===== src/rtl/lsm_pkg.sv =====
package lsm_pkg;

  typedef enum logic [1:0] {
    SRC_RECOVERED = 2'd0,
    SRC_ALT       = 2'd1,
    SRC_CENTRE    = 2'd2
  } clk_src_e;

  // A received bit is a zero when neither rail carries a pulse.
  function automatic logic bit_is_zero(input logic pos, input logic neg);
    return !(pos || neg);
  endfunction

  // Attenuator clock source from loss state and alternate-clock activity.
  function automatic clk_src_e pick_src(input logic lost, input logic alt_ok);
    if (!lost)  return SRC_RECOVERED;
    if (alt_ok) return SRC_ALT;
    return SRC_CENTRE;
  endfunction

endpackage


===== src/rtl/lsm_zero_run.sv =====
module lsm_zero_run #(
  parameter int LIMIT = 175
) (
  input  logic clk,
  input  logic rst_n,
  input  logic bit_vld,
  input  logic zero,
  output logic hit
);
  localparam int CW = $clog2(LIMIT + 1);

  logic [CW-1:0] run_len;

  // Pulse on the bit that completes the run.
  assign hit = bit_vld && zero && (run_len == CW'(LIMIT - 1));

  always_ff @(posedge clk) begin
    if (!rst_n) begin
      run_len <= '0;
    end else if (bit_vld) begin
      if (!zero)                       run_len <= '0;
      else if (run_len != CW'(LIMIT))  run_len <= run_len + 1'b1;
    end
  end

  a_r1_run_bounded: assert property (@(posedge clk) disable iff (!rst_n)
    run_len <= CW'(LIMIT));

  a_r2_one_restarts: assert property (@(posedge clk) disable iff (!rst_n)
    (bit_vld && !zero) |=> (run_len == '0));

endmodule


===== src/rtl/lsm_recovery_window.sv =====
module lsm_recovery_window #(
  parameter int WIN_BITS = 128,
  parameter int MIN_ONES = 16,
  parameter int WIN_RUN  = 100
) (
  input  logic clk,
  input  logic rst_n,
  input  logic armed,
  input  logic bit_vld,
  input  logic zero,
  output logic pass,
  output logic win_end
);
  localparam int BW = $clog2(WIN_BITS + 1);
  localparam int RW = $clog2(WIN_RUN + 1);

  logic [BW-1:0] seen, ones, ones_nx;
  logic [RW-1:0] zrun;
  logic          broke, broke_nx, last;

  assign last     = (seen == BW'(WIN_BITS - 1));
  assign ones_nx  = ones + (zero ? BW'(0) : BW'(1));
  assign broke_nx = broke || (zero && (zrun == RW'(WIN_RUN - 1)));
  assign win_end  = armed && bit_vld && last;
  assign pass     = win_end && (ones_nx >= BW'(MIN_ONES)) && !broke_nx;

  always_ff @(posedge clk) begin
    if (!rst_n || !armed) begin
      seen  <= '0;
      ones  <= '0;
      zrun  <= '0;
      broke <= 1'b0;
    end else if (bit_vld) begin
      if (last) begin
        seen  <= '0;
        ones  <= '0;
        zrun  <= '0;
        broke <= 1'b0;
      end else begin
        seen  <= seen + 1'b1;
        ones  <= ones_nx;
        broke <= broke_nx;
        if (!zero)                        zrun <= '0;
        else if (zrun != RW'(WIN_RUN))    zrun <= zrun + 1'b1;
      end
    end
  end

  a_r5_ones_within_seen: assert property (@(posedge clk) disable iff (!rst_n)
    ones <= seen);

  a_r6_idle_when_unarmed: assert property (@(posedge clk) disable iff (!rst_n)
    !armed |=> (seen == '0 && !broke));

endmodule


===== src/rtl/lsm_alt_detect.sv =====
module lsm_alt_detect #(
  parameter int TIMEOUT = 64,
  parameter int SYNC    = 2
) (
  input  logic clk,
  input  logic rst_n,
  input  logic alt_ref,
  output logic active,
  output logic active_nx,
  output logic edge_seen
);
  localparam int IW = $clog2(TIMEOUT + 1);

  logic [SYNC:0]  sh;
  logic [IW-1:0]  idle, idle_nx;

  // Synchroniser chain plus one stage for edge detection.
  genvar g;
  generate
    for (g = 0; g <= SYNC; g++) begin : g_sync
      if (g == 0) begin : g_first
        always_ff @(posedge clk)
          if (!rst_n) sh[0] <= 1'b0; else sh[0] <= alt_ref;
      end else begin : g_next
        always_ff @(posedge clk)
          if (!rst_n) sh[g] <= 1'b0; else sh[g] <= sh[g-1];
      end
    end
  endgenerate

  assign edge_seen = sh[SYNC] ^ sh[SYNC-1];
  assign idle_nx   = edge_seen ? '0 :
                     (idle == IW'(TIMEOUT)) ? idle : idle + 1'b1;
  assign active_nx = edge_seen || (active && (idle_nx != IW'(TIMEOUT)));

  always_ff @(posedge clk) begin
    if (!rst_n) begin
      idle   <= IW'(TIMEOUT);
      active <= 1'b0;
    end else begin
      idle   <= idle_nx;
      active <= active_nx;
    end
  end

  a_r7_edge_wakes: assert property (@(posedge clk) disable iff (!rst_n)
    edge_seen |=> active);

  a_r7_timeout_sleeps: assert property (@(posedge clk) disable iff (!rst_n)
    (idle == IW'(TIMEOUT)) |-> !active);

endmodule


===== src/rtl/lsm_monitor.sv =====
module lsm_monitor #(
  parameter int ZERO_LIMIT  = 175,
  parameter int WIN_BITS    = 128,
  parameter int MIN_ONES    = 16,
  parameter int WIN_RUN     = 100,
  parameter int ALT_TIMEOUT = 64,
  parameter int ALT_SYNC    = 2
) (
  input  logic       clk,
  input  logic       rst_n,
  input  logic       bit_vld,
  input  logic       rx_pos,
  input  logic       rx_neg,
  input  logic       alt_ref,
  output logic       los,
  output logic       out_pos,
  output logic       out_neg,
  output logic       out_data,
  output logic [1:0] clk_src,
  output logic       alt_active
);
  import lsm_pkg::*;

  logic     zero, run_hit, win_pass, win_end, los_nx, alt_nx, alt_edge;
  clk_src_e src_q;

  assign zero = bit_is_zero(rx_pos, rx_neg);

  lsm_zero_run #(.LIMIT(ZERO_LIMIT)) u_run (
    .clk(clk), .rst_n(rst_n), .bit_vld(bit_vld), .zero(zero), .hit(run_hit)
  );

  lsm_recovery_window #(.WIN_BITS(WIN_BITS), .MIN_ONES(MIN_ONES), .WIN_RUN(WIN_RUN)) u_win (
    .clk(clk), .rst_n(rst_n), .armed(los), .bit_vld(bit_vld), .zero(zero),
    .pass(win_pass), .win_end(win_end)
  );

  lsm_alt_detect #(.TIMEOUT(ALT_TIMEOUT), .SYNC(ALT_SYNC)) u_alt (
    .clk(clk), .rst_n(rst_n), .alt_ref(alt_ref),
    .active(alt_active), .active_nx(alt_nx), .edge_seen(alt_edge)
  );

  // Declaring loss takes priority over a passing window.
  assign los_nx = run_hit ? 1'b1 : (win_pass ? 1'b0 : los);

  always_ff @(posedge clk) begin
    if (!rst_n) begin
      los      <= 1'b1;
      out_pos  <= 1'b0;
      out_neg  <= 1'b0;
      out_data <= 1'b0;
      src_q    <= SRC_CENTRE;
    end else begin
      los      <= los_nx;
      out_pos  <= bit_vld && rx_pos && !los_nx;
      out_neg  <= bit_vld && rx_neg && !los_nx;
      out_data <= bit_vld && !zero && !los_nx;
      src_q    <= pick_src(los_nx, alt_nx);
    end
  end

  assign clk_src = src_q;

  a_r3_lost_after_reset: assert property (@(posedge clk) disable iff (!rst_n)
    $past(!rst_n) |-> (los && src_q == SRC_CENTRE));

  a_r4_quiet_when_lost: assert property (@(posedge clk) disable iff (!rst_n)
    los |-> !(out_pos || out_neg || out_data));

  a_r1_rise_needs_run: assert property (@(posedge clk) disable iff (!rst_n)
    $rose(los) |-> $past(run_hit));

  a_r5_fall_needs_window: assert property (@(posedge clk) disable iff (!rst_n)
    $fell(los) |-> $past(win_pass && win_end));

  a_r8_src_healthy: assert property (@(posedge clk) disable iff (!rst_n)
    !los |-> (src_q == SRC_RECOVERED));

  a_r8_src_lost: assert property (@(posedge clk) disable iff (!rst_n)
    los |-> (src_q == (alt_active ? SRC_ALT : SRC_CENTRE)));

  a_r9_src_steady: assert property (@(posedge clk) disable iff (!rst_n)
    ($stable(los) && ($stable(alt_active) || !los)) |-> $stable(src_q));

endmodule


===== config.mk =====
export PLATFORM = sky130hd
export DESIGN_NAME = lsm_monitor
export DESIGN_NICKNAME = d
export VERILOG_FILES = /design/src/rtl/lsm_pkg.sv /design/src/rtl/lsm_zero_run.sv /design/src/rtl/lsm_recovery_window.sv /design/src/rtl/lsm_alt_detect.sv /design/src/rtl/lsm_monitor.sv
export SDC_FILE = /design/constraint.sdc
export NUM_CORES = 1
export LEC_CHECK = 0
export CORE_MARGIN = 4
export CORE_UTILIZATION = 50
export DETAILED_ROUTE_END_ITERATION = 7
export DONT_BUFFER_PORTS = 1
export GPL_TIMING_DRIVEN = 0
export PLACE_DENSITY = 0.62
export SYNTH_ARGS = -nofsm -noshare
export SYNTH_HDL_FRONTEND = slang
export SYNTH_SLANG_ARGS = --single-unit

===== constraint.sdc =====
create_clock -name clk -period 3.4 [get_ports clk]
set_clock_uncertainty 0.2 [all_clocks]
set_input_delay 0.85 -clock clk [delete_from_list [all_inputs] [get_ports clk]]
set_output_delay 0.85 -clock clk [all_outputs]
set_load 0.02 [all_outputs]

Word-level counts from Yosys, hierarchy flattened
Cells that the tools add are included.
{"block": "word_totals", "regBits": 49, "inputBits": 6, "out_inout_bits": 7}
{"block": "classes", "n_addsub": 5, "order_cmp": 1, "n_eq_ne": 7, "n_mux": 22, "n_bitwise": 1, "n_reduce_logical": 27}
{"op": "$mux 7", "n": 5}
{"op": "$mux 8", "n": 4}
{"op": "$add 8x1->8 const B", "n": 2}
{"op": "$add 7x1->7 const B", "n": 2}
{"op": "$eq 7x7->1 const B", "n": 2}
{"op": "$logic_and 1x1->1", "n": 14}
{"op": "$ne 7x7->1 const B", "n": 2}
{"op": "$mux 1", "n": 9}
{"op": "$add 8x8->8", "n": 1}
{"op": "$eq 8x7->1 const B", "n": 1}
{"op": "$eq 8x8->1 const B", "n": 1}
{"op": "$ge 8x5->1 const B", "n": 1}
{"op": "$mux 2", "n": 4}
{"op": "$ne 8x8->1 const B", "n": 1}
{"op": "$logic_not 1->1", "n": 5}
{"op": "$logic_or 1x1->1", "n": 4}
{"op": "$reduce_and 2->1", "n": 2}
{"op": "$reduce_bool 3->1", "n": 1}
{"op": "$reduce_bool 2->1", "n": 1}
{"op": "$xor 1x1->1", "n": 1}

Longest topological paths before layout
{"block": "depth", "ltp_word": 14, "ltp_mapped": 10, "depth_no_buf": 9}

Cells and area by module
A second synthesis with hierarchy kept.
{"block": "hier_totals", "cells_unflattened": 289, "hier_area_um2": 2583.7}
{"module": "lsm_recovery_window", "n_inst": 1, "cells_per_inst": 150, "area_per_inst_um2": 1326.3}
{"module": "lsm_alt_detect", "n_inst": 1, "cells_per_inst": 60, "area_per_inst_um2": 528.0}
{"module": "lsm_zero_run", "n_inst": 1, "cells_per_inst": 58, "area_per_inst_um2": 510.5}
{"module": "lsm_monitor", "n_inst": 1, "cells_per_inst": 21, "area_per_inst_um2": 219.0}

Least setup slack after synthesis
No wires, ideal clock.
{"block": "synth_path", "path_type": "input -> register", "startpoint": "in rx_neg", "endpoint": "reg src_q[1], in the netlist clk_src[1]", "setup_ns": 0.128, "arrival_ns": 2.377, "slack_ns": 0.695, "path_stages": 10, "cell_sequence": "nor2_4 inv_1 ha_1 ha_1 and3_1 clkbuf_1 and3_1 o221ai_1 and2_1 a21oi_1"}
{"block": "synth_between", "elab_chain_len": 11, "word_cells_on_any_way": 17}
{"item": "start: declaration", "line": "lsm_monitor.sv:13", "source": "input logic rx_neg,"}
{"item": "$logic_or 1x1->1 (*)", "line": "lsm_pkg.sv:11", "source": "return !(pos || neg);"}
{"item": "$mux 1 / $logic_not 1->1 (equally long branches)", "line": "lsm_recovery_window.sv:22, lsm_pkg.sv:11"}
{"item": "$add 8x8->8 / $logic_and 1x1->1 (equally long branches)", "line": "lsm_recovery_window.sv:22, lsm_recovery_window.sv:23"}
{"item": "$ge 8x5->1 / $logic_or 1x1->1 (equally long branches)", "line": "lsm_recovery_window.sv:25, lsm_recovery_window.sv:23"}
{"item": "$logic_and 1x1->1 / $logic_not 1->1 (equally long branches)", "line": "lsm_recovery_window.sv:25", "source": "assign pass = win_end && (ones_nx >= BW'(MIN_ONES)) && !broke_nx;"}
{"item": "$logic_and 1x1->1", "line": "lsm_recovery_window.sv:25"}
{"item": "$mux 1", "line": "lsm_monitor.sv:44", "source": "assign los_nx = run_hit ? 1'b1 : (win_pass ? 1'b0 : los);"}
{"item": "$mux 1 (*)", "line": "lsm_monitor.sv:44"}
{"item": "$mux 1 (*)", "line": "lsm_pkg.sv:16", "source": "if (!lost) return SRC_RECOVERED;"}
{"item": "$mux 1 (*)", "line": "lsm_monitor.sv:47", "source": "if (!rst_n) begin"}
{"item": "$mux 2 (*)", "line": "lsm_pkg.sv:17", "source": "if (alt_ok) return SRC_ALT;"}
{"item": "end signal: assignment", "line": "lsm_monitor.sv:58", "source": "src_q <= pick_src(los_nx, alt_nx);"}
{"item": "end: declaration", "line": "lsm_monitor.sv:25", "source": "clk_src_e src_q;"}
Mark *: on every way between the ends. The rest lies on a longest branch, timed or not. The select of a mux whose other input is x is not followed.
A chain may end at the register's enable or synchronous reset.

Final worst setup path
{"block": "layout_path", "startpoint": "in rx_neg", "endpoint": "reg out_neg"}
{"block": "layout_between", "elab_chain_len": 10, "word_cells_on_any_way": 17}
{"item": "$logic_or 1x1->1", "line": "lsm_pkg.sv:11"}
{"item": "$mux 1 / $logic_not 1->1 (equally long branches)", "line": "lsm_recovery_window.sv:22, lsm_pkg.sv:11"}
{"item": "$add 8x8->8 / $logic_and 1x1->1 (equally long branches)", "line": "lsm_recovery_window.sv:22, lsm_recovery_window.sv:23"}
{"item": "$ge 8x5->1 / $logic_or 1x1->1 (equally long branches)", "line": "lsm_recovery_window.sv:25, lsm_recovery_window.sv:23"}
{"item": "$logic_and 1x1->1 / $logic_not 1->1 (equally long branches)", "line": "lsm_recovery_window.sv:25"}
{"item": "$logic_and 1x1->1", "line": "lsm_recovery_window.sv:25"}
{"item": "$mux 1 (2 in a row)", "line": "lsm_monitor.sv:44"}
{"item": "$logic_not 1->1"}
{"item": "$logic_and 1x1->1 (*)", "line": "lsm_monitor.sv:56", "source": "out_neg <= bit_vld && rx_neg && !los_nx;"}
{"item": "end signal: assignment", "line": "lsm_monitor.sv:56"}
{"item": "end: declaration", "line": "lsm_monitor.sv:17", "source": "output logic out_neg,"}
Mark *: on every way between the ends. The rest lies on a longest branch, timed or not.

==> out/results.txt <==
CP bufs+invs: 2
Drt first pass iters: 4
DRT Wirelength: 4460 um
Yosys top cell by area: dfxtp_1
I/O pin count: 13
Starting DRT DRC Count: 79
CP max-delay cell: o221ai_1
Most common cell after layout, fill and taps aside: dfxtp_1
Layout Nets: 290
Area grow syn2layout: 6.76%
Post-synth net total: 283
Reg clk slew, reported paths: 0.10 ns
Syn_area_per_cell: 8.78 um2
Largest net degree at the start of global routing: 18
CTS root buffer: clkbuf_8
Fillers: 411
Via count: 1,844
Fmax: 362 MHz
Ant. Diodes: 0
Switching portion of total power: 0.271
Die height: 76.6 um
Register share of total power: 0.566
Layout cells sized above 1: 0.0725
TNS Setup: 0 ns
Largest family of logic cells by synthesized area: simple AND/OR/NAND/NOR gates
Post-Synth XOR/XNOR Area: 0.0819
Family with the most delay on the worst path: simple AND/OR/NAND/NOR gates
Ys Warns: 0
Maximum vdd drop: 0.259 mV
Asr flop ratio synth: 0
Maximum clock path buffer count: 2
Pleak: 0.961 nW
Hold Crit Class: flop to flop
Port buffer count: 0
#FFs+latches synth: 49
Least-Margin Pin Slew: 0.503 ns
CTS tree: built
H-tree depth: 2
DR DRC count: 0
Worst Setup End Kind: flop
Gr ovfl total: 0
Max_cap viols: 0
Vias in the first global route: 1,751
Hpwl dp: 3220 um
Max-slew violations: 0
Yosys top cell area share: 0.417
Synth Area in Adders: 0.0479
Slew margin rel.: 0.665
Prevailing post-synth register cell: dfxtp_1
Worst-Skew Late Latency: 0.30 ns
Comb power frac: 0.112
WL per Instance: 13.6 um
Worst hold slack: 0.250 ns
Post-synthesis sequential area ratio: 0.417
WP data required: 3.44 ns
Initial Utilization: 0.529
Row cnt: 24
Clock Power Share: 0.322
Minimum clock period after layout: 2.76 ns
Cells after synthesis: 268
Crit path cell chain: nor2_4 -> inv_1 -> ha_1 -> ha_1 -> and3_1 -> clkbuf_1 -> and3_1 -> o221ai_1 -> nand4b_1 -> nor2_1
WP data arrival: 2.80 ns
Hold_buf cts: 0
Outcome: completed
Clock sinks: 49
Gr usage total: 0.164
Post-synthesis simple-gate area fraction: 0.263
Most frequent cells in the layout: 49 x dfxtp_1, 34 x nor2_1, 22 x nand2_1
Count of cells resized by post-cts repair: 0
Via density: 5.62
RSZ-0062 raised after global routing: false
Final Hold Viols: 0
Psw: 0.295 mW
Largest cells by area after synthesis: dfxtp_1 42%, nor2_1 5.4%, xor2_1 5.2%, ha_1 4.8%, nand2_1 3.5%
Initial antenna violation count: 0
Post-Syn Area: 2350 um2
Setup violators final: 0
Post-CTS setup buffer count: 0
Kind of critical path: input port to flop
EDFF count, synth: 0
Num CTS Buffers: 5
Internal power: 0.793 mW
Die ar.: 5870 um2
Core area: 4440 um2
GP Congestion: 0.802
Pwr Density: 433 nW/um2
Final ANT Viol Nets: 0
Die width: 76.6 um
Critical path's largest stage delay: 0.37 ns
First-pass GRT wire length: 7990 um
Multiplexer share of the synthesized area: 0.0128
CP max FO: 8
Number of distinct library cells after synthesis: 48
Fin crit share: 0.812
Critical path startpoint category: input port
Compound-gate portion of the synthesized area: 0.140
[registers in the layout, summed over array words and instances, names as in the netlist]
register,count
u_win.zrun,7
u_alt.sh,3
clk_src,2
u_run.run_len,8
u_alt.active,1
u_win.broke,1
u_alt.idle,7
out_pos,1
los,1
out_data,1
u_win.ones,8
u_win.seen,8
out_neg,1
[cells in the mapped netlist (2+ instances only)]
master and instances:
dfxtp_1 49, nor2_1 34, nand2_1 22, a21oi_1 14, xor2_1 14, and3_1 12
nand3_1 12, inv_1 10, ha_1 9, xnor2_1 8, and2_1 7, o21ai_0 6
nand4_1 5, o21ai_1 5, and4_1 4, clkbuf_1 4, a311oi_1 3, a31oi_1 3
a41oi_1 3, buf_2 3, mux2i_1 3, nor3b_1 3, a211oi_1 2, a41oi_2 2
inv_2 2, nand2b_1 2, nand4b_1 2, nor2b_1 2, nor3_1 2, nor4_2 2
o211ai_1 2
[cells by family (layout without fill, tap and decap cells)]
kind of cell / after synthesis / count (layout)
fa+ha+maj: 9 / 9
mux: 3 / 3
xor+xnor: 22 / 22
buf+inv: 21 / 29
simple gates: 116 / 116
compound gates: 48 / 48
flops: 49 / 49
[cell type report]
| type | instances | area (um2) | share of cell area |
|---|---|---|---|
| buffer | 9 | 41.3 | 0.0164 |
| clock inverter | 3 | 25.0 | 0.00997 |
| clock buffer | 5 | 68.8 | 0.0274 |
| inverter | 12 | 45.0 | 0.0179 |
| sequential | 49 | 981 | 0.391 |
| tap | 52 | 65.1 | 0.0259 |
| multi-input combinational | 198 | 1280 | 0.512 |
[power by group through the flow]
stage	Clock, mW	Sequential, mW	Combinational (mW)
finish	0.350	0.616	0.122
global route	0.388	0.620	0.137
CTS	0.364	0.616	0.123
detailed placement	0	0.629	0.121
global placement	0	0.629	0.120
floorplan	0	0.623	0.101
[metal layers]
metal  track usage  part of all wire  vias up
li1              -                 -      958
met2         0.259              0.44       20
met3        0.0284             0.026        4
met5             0                 0        -
met4        0.0471            0.0072        0
met1         0.229              0.52      862
[final timing paths]
| kind | endpoint | from | depth (start not counted) | slack (ns) |
|---|---|---|---|---|
| max | out_neg$_SDFF_PN0_ | rx_neg | 10 | 0.64 |
| min | u_alt.sh[1]$_SDFF_PN0_ | u_alt.sh[0]$_SDFF_PN0_ | 1 | 0.25 |
| min reg2reg | u_alt.sh[1]$_SDFF_PN0_ | u_alt.sh[0]$_SDFF_PN0_ | 1 | 0.25 |
| max reg2reg | out_neg$_SDFF_PN0_ | u_win.ones[0]$_SDFFE_PP0P_ | 8 | 1.19 |
[per-stage QoR]
| step | cells | util | setup slack [ns] | area [um2] | power, mW |
|---|---|---|---|---|---|
| 2_1_floorplan | 268 | - | 0.695 | 2350 | 0.724 |
| 3_3_place_gp | 320 | 0.544 | 0.314 | 2420 | 0.750 |
| 3_5_place_dp | 320 | 0.544 | 0.336 | 2420 | 0.750 |
| 4_1_cts | 328 | 0.565 | 0.654 | 2510 | 1.10 |
| 5_1_grt | 328 | 0.565 | 0.462 | 2510 | 1.15 |
| 6_report | 328 | 0.565 | 0.640 | 2510 | 1.09 |
(Power assumes the default switching activity.)
